===== config.mk =====
export PLATFORM = sky130hd
export DESIGN_NAME = tlb_asid_fence
export DESIGN_NICKNAME = d
export VERILOG_FILES = /design/src/rtl/tlbf_pkg.sv /design/src/rtl/tlbf_slot_cmp.sv /design/src/rtl/tlbf_rr_ptr.sv /design/src/rtl/tlb_asid_fence.sv
export SDC_FILE = /design/constraint.sdc
export NUM_CORES = 2
export LEC_CHECK = 0
export CORE_MARGIN = 5
export CORE_UTILIZATION = 40
export CTS_BUF_LIST = sky130_fd_sc_hd__clkbuf_16
export CTS_CLUSTER_SIZE = 8
export DETAILED_ROUTE_END_ITERATION = 7
export DONT_BUFFER_PORTS = 1
export GPL_ROUTABILITY_DRIVEN = 0
export SLEW_MARGIN = 15
export SYNTH_ARGS = -nofsm -noshare
export SYNTH_HDL_FRONTEND = slang
export SYNTH_SLANG_ARGS = --single-unit

===== constraint.sdc =====
create_clock -name clk -period 12.37 [get_ports clk]
set_clock_uncertainty 0.2 [all_clocks]
set_input_delay 2.474 -clock clk [delete_from_list [all_inputs] [get_ports clk]]
set_output_delay 2.474 -clock clk [all_outputs]
set_load 0.01 [all_outputs]

===== src/rtl/tlbf_pkg.sv =====
package tlbf_pkg;

    // Fence reach, encoded as {by_page, by_space}
    typedef enum logic [1:0] {
        SC_EVERY      = 2'b00,
        SC_SPACE      = 2'b01,
        SC_PAGE       = 2'b10,
        SC_PAGE_SPACE = 2'b11
    } fence_scope_e;

    function automatic fence_scope_e scope_of(input logic by_page, input logic by_space);
        return fence_scope_e'({by_page, by_space});
    endfunction

endpackage


===== src/rtl/tlbf_slot_cmp.sv =====
module tlbf_slot_cmp
    import tlbf_pkg::*;
#(
    parameter int VPN_W  = 20,
    parameter int ASID_W = 9
) (
    input  logic              ent_vld,
    input  logic              ent_glb,
    input  logic [ASID_W-1:0] ent_asid,
    input  logic [VPN_W-1:0]  ent_vpn,
    input  logic [ASID_W-1:0] cur_asid,
    input  logic [VPN_W-1:0]  lk_vpn,
    input  fence_scope_e      fen_scope,
    input  logic [VPN_W-1:0]  fen_vpn,
    input  logic [ASID_W-1:0] fen_asid,
    input  logic [VPN_W-1:0]  fill_vpn,
    input  logic [ASID_W-1:0] fill_asid,
    output logic              lk_match,
    output logic              fen_kill,
    output logic              fill_same
);

    logic page_eq;
    logic space_eq;

    always_comb begin
        page_eq  = (ent_vpn == fen_vpn);
        // global slots never belong to one address space
        space_eq = !ent_glb && (ent_asid == fen_asid);
        unique case (fen_scope)
            SC_EVERY:      fen_kill = ent_vld;
            SC_SPACE:      fen_kill = ent_vld && space_eq;
            SC_PAGE:       fen_kill = ent_vld && page_eq;
            SC_PAGE_SPACE: fen_kill = ent_vld && page_eq && space_eq;
            default:       fen_kill = ent_vld;
        endcase
        lk_match  = ent_vld && (ent_vpn == lk_vpn) && (ent_glb || (ent_asid == cur_asid));
        fill_same = (ent_vpn == fill_vpn) && (ent_asid == fill_asid);
    end

endmodule


===== src/rtl/tlbf_rr_ptr.sv =====
module tlbf_rr_ptr #(
    parameter int ENTRIES = 8,
    localparam int IDX_W  = $clog2(ENTRIES)
) (
    input  logic             clk,
    input  logic             rst_n,
    input  logic             advance,
    output logic [IDX_W-1:0] ptr
);

    localparam logic [IDX_W-1:0] LAST = IDX_W'(ENTRIES - 1);

    logic [IDX_W-1:0] ptr_d, ptr_q;

    always_comb begin
        ptr_d = ptr_q;
        if (advance) begin
            ptr_d = (ptr_q == LAST) ? '0 : ptr_q + 1'b1;
        end
    end

    always_ff @(posedge clk) begin
        if (!rst_n) ptr_q <= '0;
        else        ptr_q <= ptr_d;
    end

    assign ptr = ptr_q;

    a_r5_ptr_hold: assert property (@(posedge clk) disable iff (!rst_n)
        !advance |=> $stable(ptr_q));

    a_r5_ptr_moves: assert property (@(posedge clk) disable iff (!rst_n)
        advance |=> (ptr_q != $past(ptr_q)));

endmodule


===== src/rtl/tlb_asid_fence.sv =====
module tlb_asid_fence
    import tlbf_pkg::*;
#(
    parameter int ENTRIES        = 8,
    parameter int VPN_W          = 20,
    parameter int PPN_W          = 22,
    parameter int ASID_W         = 9,
    parameter int PERM_W         = 4,
    parameter bit FENCE_ALL_ONLY = 1'b0
) (
    input  logic              clk,
    input  logic              rst_n,
    input  logic [ASID_W-1:0] cur_asid,
    input  logic [VPN_W-1:0]  lk_vpn,
    output logic              lk_hit,
    output logic [PPN_W-1:0]  lk_ppn,
    output logic [PERM_W-1:0] lk_perm,
    input  logic              fill_valid,
    input  logic [VPN_W-1:0]  fill_vpn,
    input  logic [ASID_W-1:0] fill_asid,
    input  logic              fill_global,
    input  logic [PPN_W-1:0]  fill_ppn,
    input  logic [PERM_W-1:0] fill_perm,
    input  logic              fen_valid,
    input  logic              fen_addr_valid,
    input  logic [VPN_W-1:0]  fen_vpn,
    input  logic              fen_asid_valid,
    input  logic [ASID_W-1:0] fen_asid
);

    localparam int IDX_W = $clog2(ENTRIES);

    typedef struct packed {
        logic              vld;
        logic              glb;
        logic [ASID_W-1:0] asid;
        logic [VPN_W-1:0]  vpn;
        logic [PPN_W-1:0]  ppn;
        logic [PERM_W-1:0] perm;
    } slot_t;

    typedef struct packed {
        slot_t [ENTRIES-1:0] slot;
    } state_t;

    state_t state_d, state_q;

    fence_scope_e        fen_scope;
    logic [ENTRIES-1:0]  kill_raw;
    logic [ENTRIES-1:0]  hit_vec;
    logic [ENTRIES-1:0]  same_vec;
    logic [ENTRIES-1:0]  vld_vec;
    logic [IDX_W-1:0]    rr_ptr;
    logic                fill_ok;
    logic                alloc;
    logic                same_hit;
    logic [IDX_W-1:0]    same_idx;
    logic [IDX_W-1:0]    tgt_idx;

    // Fence reach: the reduced mode collapses every form into a full flush
    generate
        if (FENCE_ALL_ONLY) begin : g_scope_full
            assign fen_scope = SC_EVERY;
        end else begin : g_scope_sel
            assign fen_scope = scope_of(fen_addr_valid, fen_asid_valid);
        end
    endgenerate

    // One comparator per slot
    generate
        for (genvar g = 0; g < ENTRIES; g++) begin : g_slot
            tlbf_slot_cmp #(
                .VPN_W  (VPN_W),
                .ASID_W (ASID_W)
            ) u_cmp (
                .ent_vld   (state_q.slot[g].vld),
                .ent_glb   (state_q.slot[g].glb),
                .ent_asid  (state_q.slot[g].asid),
                .ent_vpn   (state_q.slot[g].vpn),
                .cur_asid  (cur_asid),
                .lk_vpn    (lk_vpn),
                .fen_scope (fen_scope),
                .fen_vpn   (fen_vpn),
                .fen_asid  (fen_asid),
                .fill_vpn  (fill_vpn),
                .fill_asid (fill_asid),
                .lk_match  (hit_vec[g]),
                .fen_kill  (kill_raw[g]),
                .fill_same (same_vec[g])
            );
            assign vld_vec[g] = state_q.slot[g].vld;
        end
    endgenerate

    tlbf_rr_ptr #(
        .ENTRIES (ENTRIES)
    ) u_rr (
        .clk     (clk),
        .rst_n   (rst_n),
        .advance (alloc),
        .ptr     (rr_ptr)
    );

    // Next state: fence first, then fill
    always_comb begin
        state_d  = state_q;
        fill_ok  = fill_valid && (fill_global || (fill_asid == cur_asid));
        same_hit = 1'b0;
        same_idx = '0;

        if (fen_valid) begin
            for (int i = 0; i < ENTRIES; i++) begin
                if (kill_raw[i]) state_d.slot[i].vld = 1'b0;
            end
        end

        // A slot that survives the fence with the same page and identifier is reused
        for (int i = 0; i < ENTRIES; i++) begin
            if (!same_hit && state_d.slot[i].vld && same_vec[i]) begin
                same_hit = 1'b1;
                same_idx = IDX_W'(i);
            end
        end

        alloc   = fill_ok && !same_hit;
        tgt_idx = same_hit ? same_idx : rr_ptr;

        if (fill_ok) begin
            state_d.slot[tgt_idx].vld  = 1'b1;
            state_d.slot[tgt_idx].glb  = fill_global;
            state_d.slot[tgt_idx].asid = fill_asid;
            state_d.slot[tgt_idx].vpn  = fill_vpn;
            state_d.slot[tgt_idx].ppn  = fill_ppn;
            state_d.slot[tgt_idx].perm = fill_perm;
        end
    end

    always_ff @(posedge clk) begin
        if (!rst_n) state_q <= '0;
        else        state_q <= state_d;
    end

    // Lookup: lowest-numbered hitting slot wins
    always_comb begin
        lk_hit  = 1'b0;
        lk_ppn  = '0;
        lk_perm = '0;
        for (int i = 0; i < ENTRIES; i++) begin
            if (!lk_hit && hit_vec[i]) begin
                lk_hit  = 1'b1;
                lk_ppn  = state_q.slot[i].ppn;
                lk_perm = state_q.slot[i].perm;
            end
        end
    end

    // a refused or absent fill never adds a valid slot
    a_r3_no_growth: assert property (@(posedge clk) disable iff (!rst_n)
        !fill_ok |=> ($countones(vld_vec) <= $countones($past(vld_vec))));

    // an unrestricted fence with no fill empties the cache
    a_r7_full_flush: assert property (@(posedge clk) disable iff (!rst_n)
        (fen_valid && !fen_addr_valid && !fen_asid_valid && !fill_valid) |=> (vld_vec == '0));

    generate
        if (FENCE_ALL_ONLY) begin : g_chk_full
            // reduced mode ignores both operands
            a_r11_any_fence_flushes: assert property (@(posedge clk) disable iff (!rst_n)
                (fen_valid && !fill_valid) |=> (vld_vec == '0));
        end else begin : g_chk_sel
            for (genvar g = 0; g < ENTRIES; g++) begin : g_slot_chk
                // global slots survive identifier-only fences
                a_r8_global_kept: assert property (@(posedge clk) disable iff (!rst_n)
                    (fen_valid && fen_asid_valid && !fen_addr_valid
                     && state_q.slot[g].vld && state_q.slot[g].glb)
                    |=> state_q.slot[g].vld);
                // private slots of the named identifier are removed
                a_r8_space_cleared: assert property (@(posedge clk) disable iff (!rst_n)
                    (fen_valid && fen_asid_valid && !fen_addr_valid && !fill_valid
                     && state_q.slot[g].vld && !state_q.slot[g].glb
                     && (state_q.slot[g].asid == fen_asid))
                    |=> !state_q.slot[g].vld);
            end
        end
    endgenerate

endmodule


# After elaboration in Yosys (flattened, before gate mapping)
# Index checks and enable logic that the tools add are counted.
dict set report totals {
  regBits 459
  input_bits 120
  output_inout_bits 27
  wordCells 303
}
dict set report op_classes {
  n_addsub 1
  magnitude_cmp 2
  eq_ne 53
  n_mux 84
  reduce_logical 114
}
# op n
set ops {}
lappend ops {{bitwise mux 456 bit} 6}
lappend ops {{demux 57 bit (select 3 bit)} 6}
lappend ops {{equality test 20 bit} 24}
lappend ops {{2-to-1 mux 456 bit} 1}
lappend ops {{equality test 9 bit} 25}
lappend ops {{2-to-1 mux 22 bit} 8}
lappend ops {{logical AND 1 bit} 81}
lappend ops {{2-to-1 mux 57 bit} 1}
lappend ops {{2-to-1 mux 56 bit} 1}
lappend ops {{2-to-1 mux 55 bit} 1}
lappend ops {{2-to-1 mux 46 bit} 1}
lappend ops {{2-to-1 mux 4 bit} 9}
lappend ops {{2-to-1 mux 1 bit} 33}
lappend ops {{case mux 1 bit (4 select lines)} 8}
lappend ops {{2-to-1 mux 26 bit} 1}
lappend ops {{2-to-1 mux 3 bit} 8}
lappend ops {{logical NOT 1 bit} 23}
lappend ops {{logical OR 1 bit} 9}
lappend ops {{equality test 2 bit (second input constant)} 2}
lappend ops {{less-than comparator 3 x 4 -> 1 bit (second input constant)} 1}
lappend ops {{adder 3 x 1 -> 3 bit (second input constant)} 1}
lappend ops {{equality test 3 bit (second input constant)} 1}
lappend ops {{greater-or-equal comparator 3 x 1 -> 1 bit (second input constant)} 1}
lappend ops {{equality test 2 x 1 -> 1 bit (second input constant)} 1}
lappend ops {{logical NOT 2 bit} 1}

# Logic depth before layout (Yosys ltp)
dict set report depth {
  word_depth 48
  depth_mapped 13
  mapped_depth_nobuf 9
}

# By module
# Synthesis repeated with hierarchy kept, for this count alone.
dict set report hier_totals {
  cells_unflattened 2851
  area_unflattened_um2 25908.6
}
# mod instances cells_each area_each_um2 seq_area_each_um2
set by_module_without_submodules {}
lappend by_module_without_submodules {tlb_asid_fence 1 1879 18007.3 9128.8}
lappend by_module_without_submodules {tlbf_slot_cmp 8 120 969.7 0.0}
lappend by_module_without_submodules {tlbf_rr_ptr 1 12 143.9 60.1}

# Worst setup path after synthesis
# OpenSTA, ideal clock, no wires.
dict set report synth_timing {
  path_type {input to output}
  start {input port lk_vpn[4]}
  end {output port lk_ppn[8]}
  arrival_ns 5.194
  required_ns 9.696
  path_slack_ns 4.502
  cell_stages 9
  path_buffers 2
  path_cell_list {clkbuf_1 > xor2_1 > nor4_1 > nand4_1 > nor4_1 > nor4_1 > clkbuf_1 > a2111oi_0 > o21ai_0}
}
dict set report synth_between {
  elab_chain_cells 25
  elab_cells_between_ends 53
  cone_classes {eq/ne (8); mux (15); reduce/logical (30)}
}
# item line_no
set synth_rtl {}
lappend synth_rtl {{start: declaration} tlb_asid_fence.sv:14} ;# input logic [VPN_W-1:0] lk_vpn,
lappend synth_rtl {{equality test 20 bit} tlbf_slot_cmp.sv:37} ;# lk_match = ent_vld && (ent_vpn == lk_vpn) && (ent_glb || (ent_asid == cur_asid));
lappend synth_rtl {{logical AND 1 bit (2 in a row)} tlbf_slot_cmp.sv:37}
lappend synth_rtl {{2-to-1 mux 1 bit} tlb_asid_fence.sv:149} ;# if (!lk_hit && hit_vec[i]) begin
lappend synth_rtl {{logical NOT 1 bit} tlb_asid_fence.sv:149}
lappend synth_rtl {{logical AND 1 bit} tlb_asid_fence.sv:149}
lappend synth_rtl {{2-to-1 mux 1 bit} tlb_asid_fence.sv:149}
lappend synth_rtl {{logical NOT 1 bit} tlb_asid_fence.sv:149}
lappend synth_rtl {{logical AND 1 bit} tlb_asid_fence.sv:149}
lappend synth_rtl {{[8 not listed]} --}
lappend synth_rtl {{logical AND 1 bit} tlb_asid_fence.sv:149}
lappend synth_rtl {{2-to-1 mux 1 bit} tlb_asid_fence.sv:149}
lappend synth_rtl {{logical NOT 1 bit} tlb_asid_fence.sv:149}
lappend synth_rtl {{logical AND 1 bit} tlb_asid_fence.sv:149}
lappend synth_rtl {{2-to-1 mux 1 bit} tlb_asid_fence.sv:149}
lappend synth_rtl {{logical NOT 1 bit} tlb_asid_fence.sv:149}
lappend synth_rtl {{logical AND 1 bit} tlb_asid_fence.sv:149}
lappend synth_rtl {{2-to-1 mux 22 bit *} tlb_asid_fence.sv:149}
lappend synth_rtl {{end: declaration} tlb_asid_fence.sv:16} ;# output logic [PPN_W-1:0] lk_ppn,
# Mark *: on every way between the ends. The rest lies on a longest branch, timed or not.

# Worst setup path in the final report
dict set report layout_timing {
  start {input port cur_asid[7]}
  end {output port lk_ppn[19]}
}
dict set report layout_between {
  elab_chain_cells 25
  elab_cells_between_ends 53
  cone_classes {eq/ne (8); mux (15); reduce/logical (30)}
}
# item line_no
set layout_rtl {}
lappend layout_rtl {{start: declaration} tlb_asid_fence.sv:13} ;# input logic [ASID_W-1:0] cur_asid,
lappend layout_rtl {{equality test 9 bit} tlbf_slot_cmp.sv:37}
lappend layout_rtl {{logical OR 1 bit} tlbf_slot_cmp.sv:37}
lappend layout_rtl {{logical AND 1 bit} tlbf_slot_cmp.sv:37}
lappend layout_rtl {{2-to-1 mux 1 bit} tlb_asid_fence.sv:149}
lappend layout_rtl {{logical NOT 1 bit} tlb_asid_fence.sv:149}
lappend layout_rtl {{logical AND 1 bit} tlb_asid_fence.sv:149}
lappend layout_rtl {{2-to-1 mux 1 bit} tlb_asid_fence.sv:149}
lappend layout_rtl {{logical NOT 1 bit} tlb_asid_fence.sv:149}
lappend layout_rtl {{[9 not listed]} --}
lappend layout_rtl {{logical AND 1 bit} tlb_asid_fence.sv:149}
lappend layout_rtl {{2-to-1 mux 1 bit} tlb_asid_fence.sv:149}
lappend layout_rtl {{logical NOT 1 bit} tlb_asid_fence.sv:149}
lappend layout_rtl {{logical AND 1 bit} tlb_asid_fence.sv:149}
lappend layout_rtl {{2-to-1 mux 1 bit} tlb_asid_fence.sv:149}
lappend layout_rtl {{logical NOT 1 bit} tlb_asid_fence.sv:149}
lappend layout_rtl {{logical AND 1 bit} tlb_asid_fence.sv:149}
lappend layout_rtl {{2-to-1 mux 22 bit *} tlb_asid_fence.sv:149}
# Marks and branches as above.

==> impl_metrics.py <==
metrics = {
    "run_status": {
        "run_status": "finished, violations left",
        "failed_checks": "design-rule violations, max-slew violations",
    },
    "synth": {
        "synthMuxAreaShare_pct": 17.9,
        "synth_top_cells_by_count": "nand2_1 (615), mux2i_1 (464), dfxtp_1 (459), xor2_1 (396), xnor2_1 (309)",
        "synth_adder_area_share_pct": 0.0946,
        "synth_cell_type_count": 59,
        "netlist_instances": 2931,
        "ys_seq_area_share_pct": 34.7,
        "synth_ff_type": "dfxtp_1",
        "synth_top_family_by_area": "XOR/XNOR gates",
        "synth-edff-count": 0,
        "yosys_warnings": 0,
        "synth-compound-area-share_pct": 3.81,
        "syn-cell-area_um2": 26500,
        "synth_xor_area_share_pct": 23.3,
        "synth_area_per_cell_um2": 9.03,
        "yosysMostFrequentCell": "nand2_1",
        "synth_top_area_share_pct": 34.7,
        "synth_fp_nets": 3053,
        "yosys.area_share.simple_pct": 15.9,
        "synth_area_leaders": "dfxtp_1 (35%), mux2i_1 (18%), xor2_1 (13%)",
        "async_flop_share_pct": 0,
        "yosysTopAreaCell": "dfxtp_1",
        "postSynthRegisterBits": 459,
    },
    "sta": {
        "timing.fmax_mhz": 114,
        "finalSetupViolations": 0,
        "finalHoldViolCount": 0,
        "max-slew-margin-rel_pct": -45.1,
        "tns_ns": 0,
        "worst_pin_slew_ns": 2.18,
        "fin_crit_ns": 8.80,
        "rsz0062_at_grt": "false",
        "period_share_pct": 71.2,
        "finalMaxSlewViolations": 410,
    },
    "pwr": {
        "power_frac_comb_pct": 6.5,
        "seqPwrFrac_pct": 44.6,
        "p_int_mw": 2.58,
        "ir_worst_vdd_uv": 110,
        "p_switching_mw": 0.829,
        "p_leak_nw": 11.6,
        "switching_share_pct": 24.3,
        "power.share.clock_pct": 48.9,
        "p_per_area_nw_per_um2": 119,
    },
    "routing": {
        "vias": 22400,
        "vias_per_cell": 6.08,
        "firstDrtPassIters": 8,
        "drt_drc_violations_left": 1,
        "ant_nets": 0,
        "drt-total-wl_um": 105000,
        "wl_per_cell_um": 28.6,
        "drt_iter0_markers": 2997,
    },
    "finish": {
        "fin_area_um2": 28600,
        "nets": 2928,
        "insertedDiodeCount": 0,
        "syn2layout_area_growth_pct": 7.98,
        "drive_gt1_share_pct": 4.55,
        "stdcell_count": 3680,
    },
    "setup_path": {
        "cp.arrival_ns": 6.13,
        "timing.critical_path.from": "cur_asid[7]",
        "critPathKind": "in -> out",
        "reg2regPathDepth": 10,
        "endpoint_kind": "primary output",
        "endpoint": "lk_ppn[19]",
        "rrSetupSlack_ns": 6.23,
        "crit_fanout": 22,
        "start_kind": "input port",
        "critPathRequiredTime_ns": 9.70,
    },
    "cts": {
        "clkTransAtPathRegs_ns": 0.05,
        "cts_tree": "done",
        "post-cts-setup-buffer-count": 0,
        "worstSkewPairLatency_ns": 0.63,
        "cts_resized": 0,
        "cts_buffers": 68,
        "cts_hold_buf": 0,
        "cts_max_level": 3,
        "clockBufferDepth": 3,
        "cts-root-buf": "clkbuf_16",
        "cts.sinks": 459,
    },
    "job": {
        "maxCapViolCount": 0,
    },
    "die": {
        "die_y_um": 267,
        "start_util_pct": 40.3,
        "rows": 94,
        "dieArea_um2": 71400,
        "io_pins": 147,
        "die_w_um": 267,
        "core_area_um2": 65600,
    },
    "global_route": {
        "grt_pass1_wl_um": 151000,
        "antenna_found_initial": 2,
        "grt_pass1_vias": 21800,
        "grt_usage_pct": 28.5,
        "grt_overflow": 0,
        "grt_max_degree": 516,
    },
    "placement": {
        "io_buffers": 0,
        "dp_cells": 3599,
        "dpl-instance-area_um2": 26700,
        "dp_hpwl_um": 71800,
    },
    "hold_path": {
        "holdCritPathClass": "reg -> reg",
    },
}
kinds of logic (layout without fill, tap and decap cells):
group                    Yosys count  after routing
AND/OR/NAND/NOR                  930            930
XOR/XNOR                         705            705
multiplexers                     471            471
flip-flops                       459            459
buffers and inverters            231            116
AO/OA/AOI/OAI                    133            133
adder cells (fa/ha/maj)            2              2
stage by stage:
| stage | hold slack, ns | util (%) | setup slack [ns] | power, mW |
|---|---|---|---|---|
| 2_1_floorplan | 0.230 | - | 4.50 | 1.77 |
| 3_3_place_gp | 0.237 | 40.7 | 3.78 | 1.76 |
| 3_5_place_dp | 0.247 | 40.7 | 3.70 | 1.76 |
| 4_1_cts | 0.255 | 43.5 | 3.70 | 3.42 |
| 5_1_grt | 0.266 | 43.5 | 3.38 | 3.51 |
| 6_report | 0.252 | 43.5 | 3.57 | 3.41 |
routing by layer:
metal	vias to the layer above	GRT usage, %	routed length, um
li1	9636	-	-
met1	10800	35.6	39700
met2	1494	42.8	44600
met3	457	9.26	12500
met4	4	17.7	8600
met5	-	0	40
layout by cell type (no fill, tap or decap), types with 26 or more instances in the layout:
| cell | synthesis | routed |
|---|---|---|
| clkbuf_16 | 0 | 68 |
| dfxtp_1 | 459 | 459 |
| mux2i_1 | 464 | 464 |
| nand2_1 | 615 | 615 |
| nand3_1 | 36 | 35 |
| nand4_1 | 102 | 102 |
| nor3_1 | 26 | 26 |
| nor4_1 | 101 | 96 |
| xnor2_1 | 309 | 309 |
| xor2_1 | 396 | 396 |
layout make-up:
class	count	area [um^2]
timing repair buffer	26	195
multi-input combinational	2241	16200
clock buffer	68	1700
sequential	459	9190
inverter	10	37.5
tap	864	1080
fill	6336	37100
clock inverter	12	131
worst min-delay path by stage:
stage          startpoint  slack (ns)    to  cells after the start
6_report             flop        0.25  flop                      2
5_1_grt              flop        0.27  flop                      2
4_1_cts              flop        0.25  flop                      2
3_5_place_dp         flop        0.25  flop                      2
3_3_place_gp         flop        0.24  flop                      2
2_1_floorplan        flop        0.23  flop                      2
worst max-delay path, cell delays in order:
cell	delay, ns
xor2_1	0.15
nor4_1	0.08
a41oi_1	0.50
or4_1	0.31
buf_4	0.41
nand4_1	0.34
nor4_1	0.33
nor2b_2	0.66
buf_4	0.39
a222oi_1	0.15
o21ai_0	0.31
power by group through the flow:
stage	combinational (mW)	clock (mW)	sequential [mW]
2_1_floorplan	0.231	0	1.54
3_3_place_gp	0.210	0	1.55
3_5_place_dp	0.213	0	1.55
4_1_cts	0.215	1.69	1.52
5_1_grt	0.237	1.75	1.52
6_report	0.223	1.67	1.52
No activity file was read; power rests on OpenSTA's default activity.
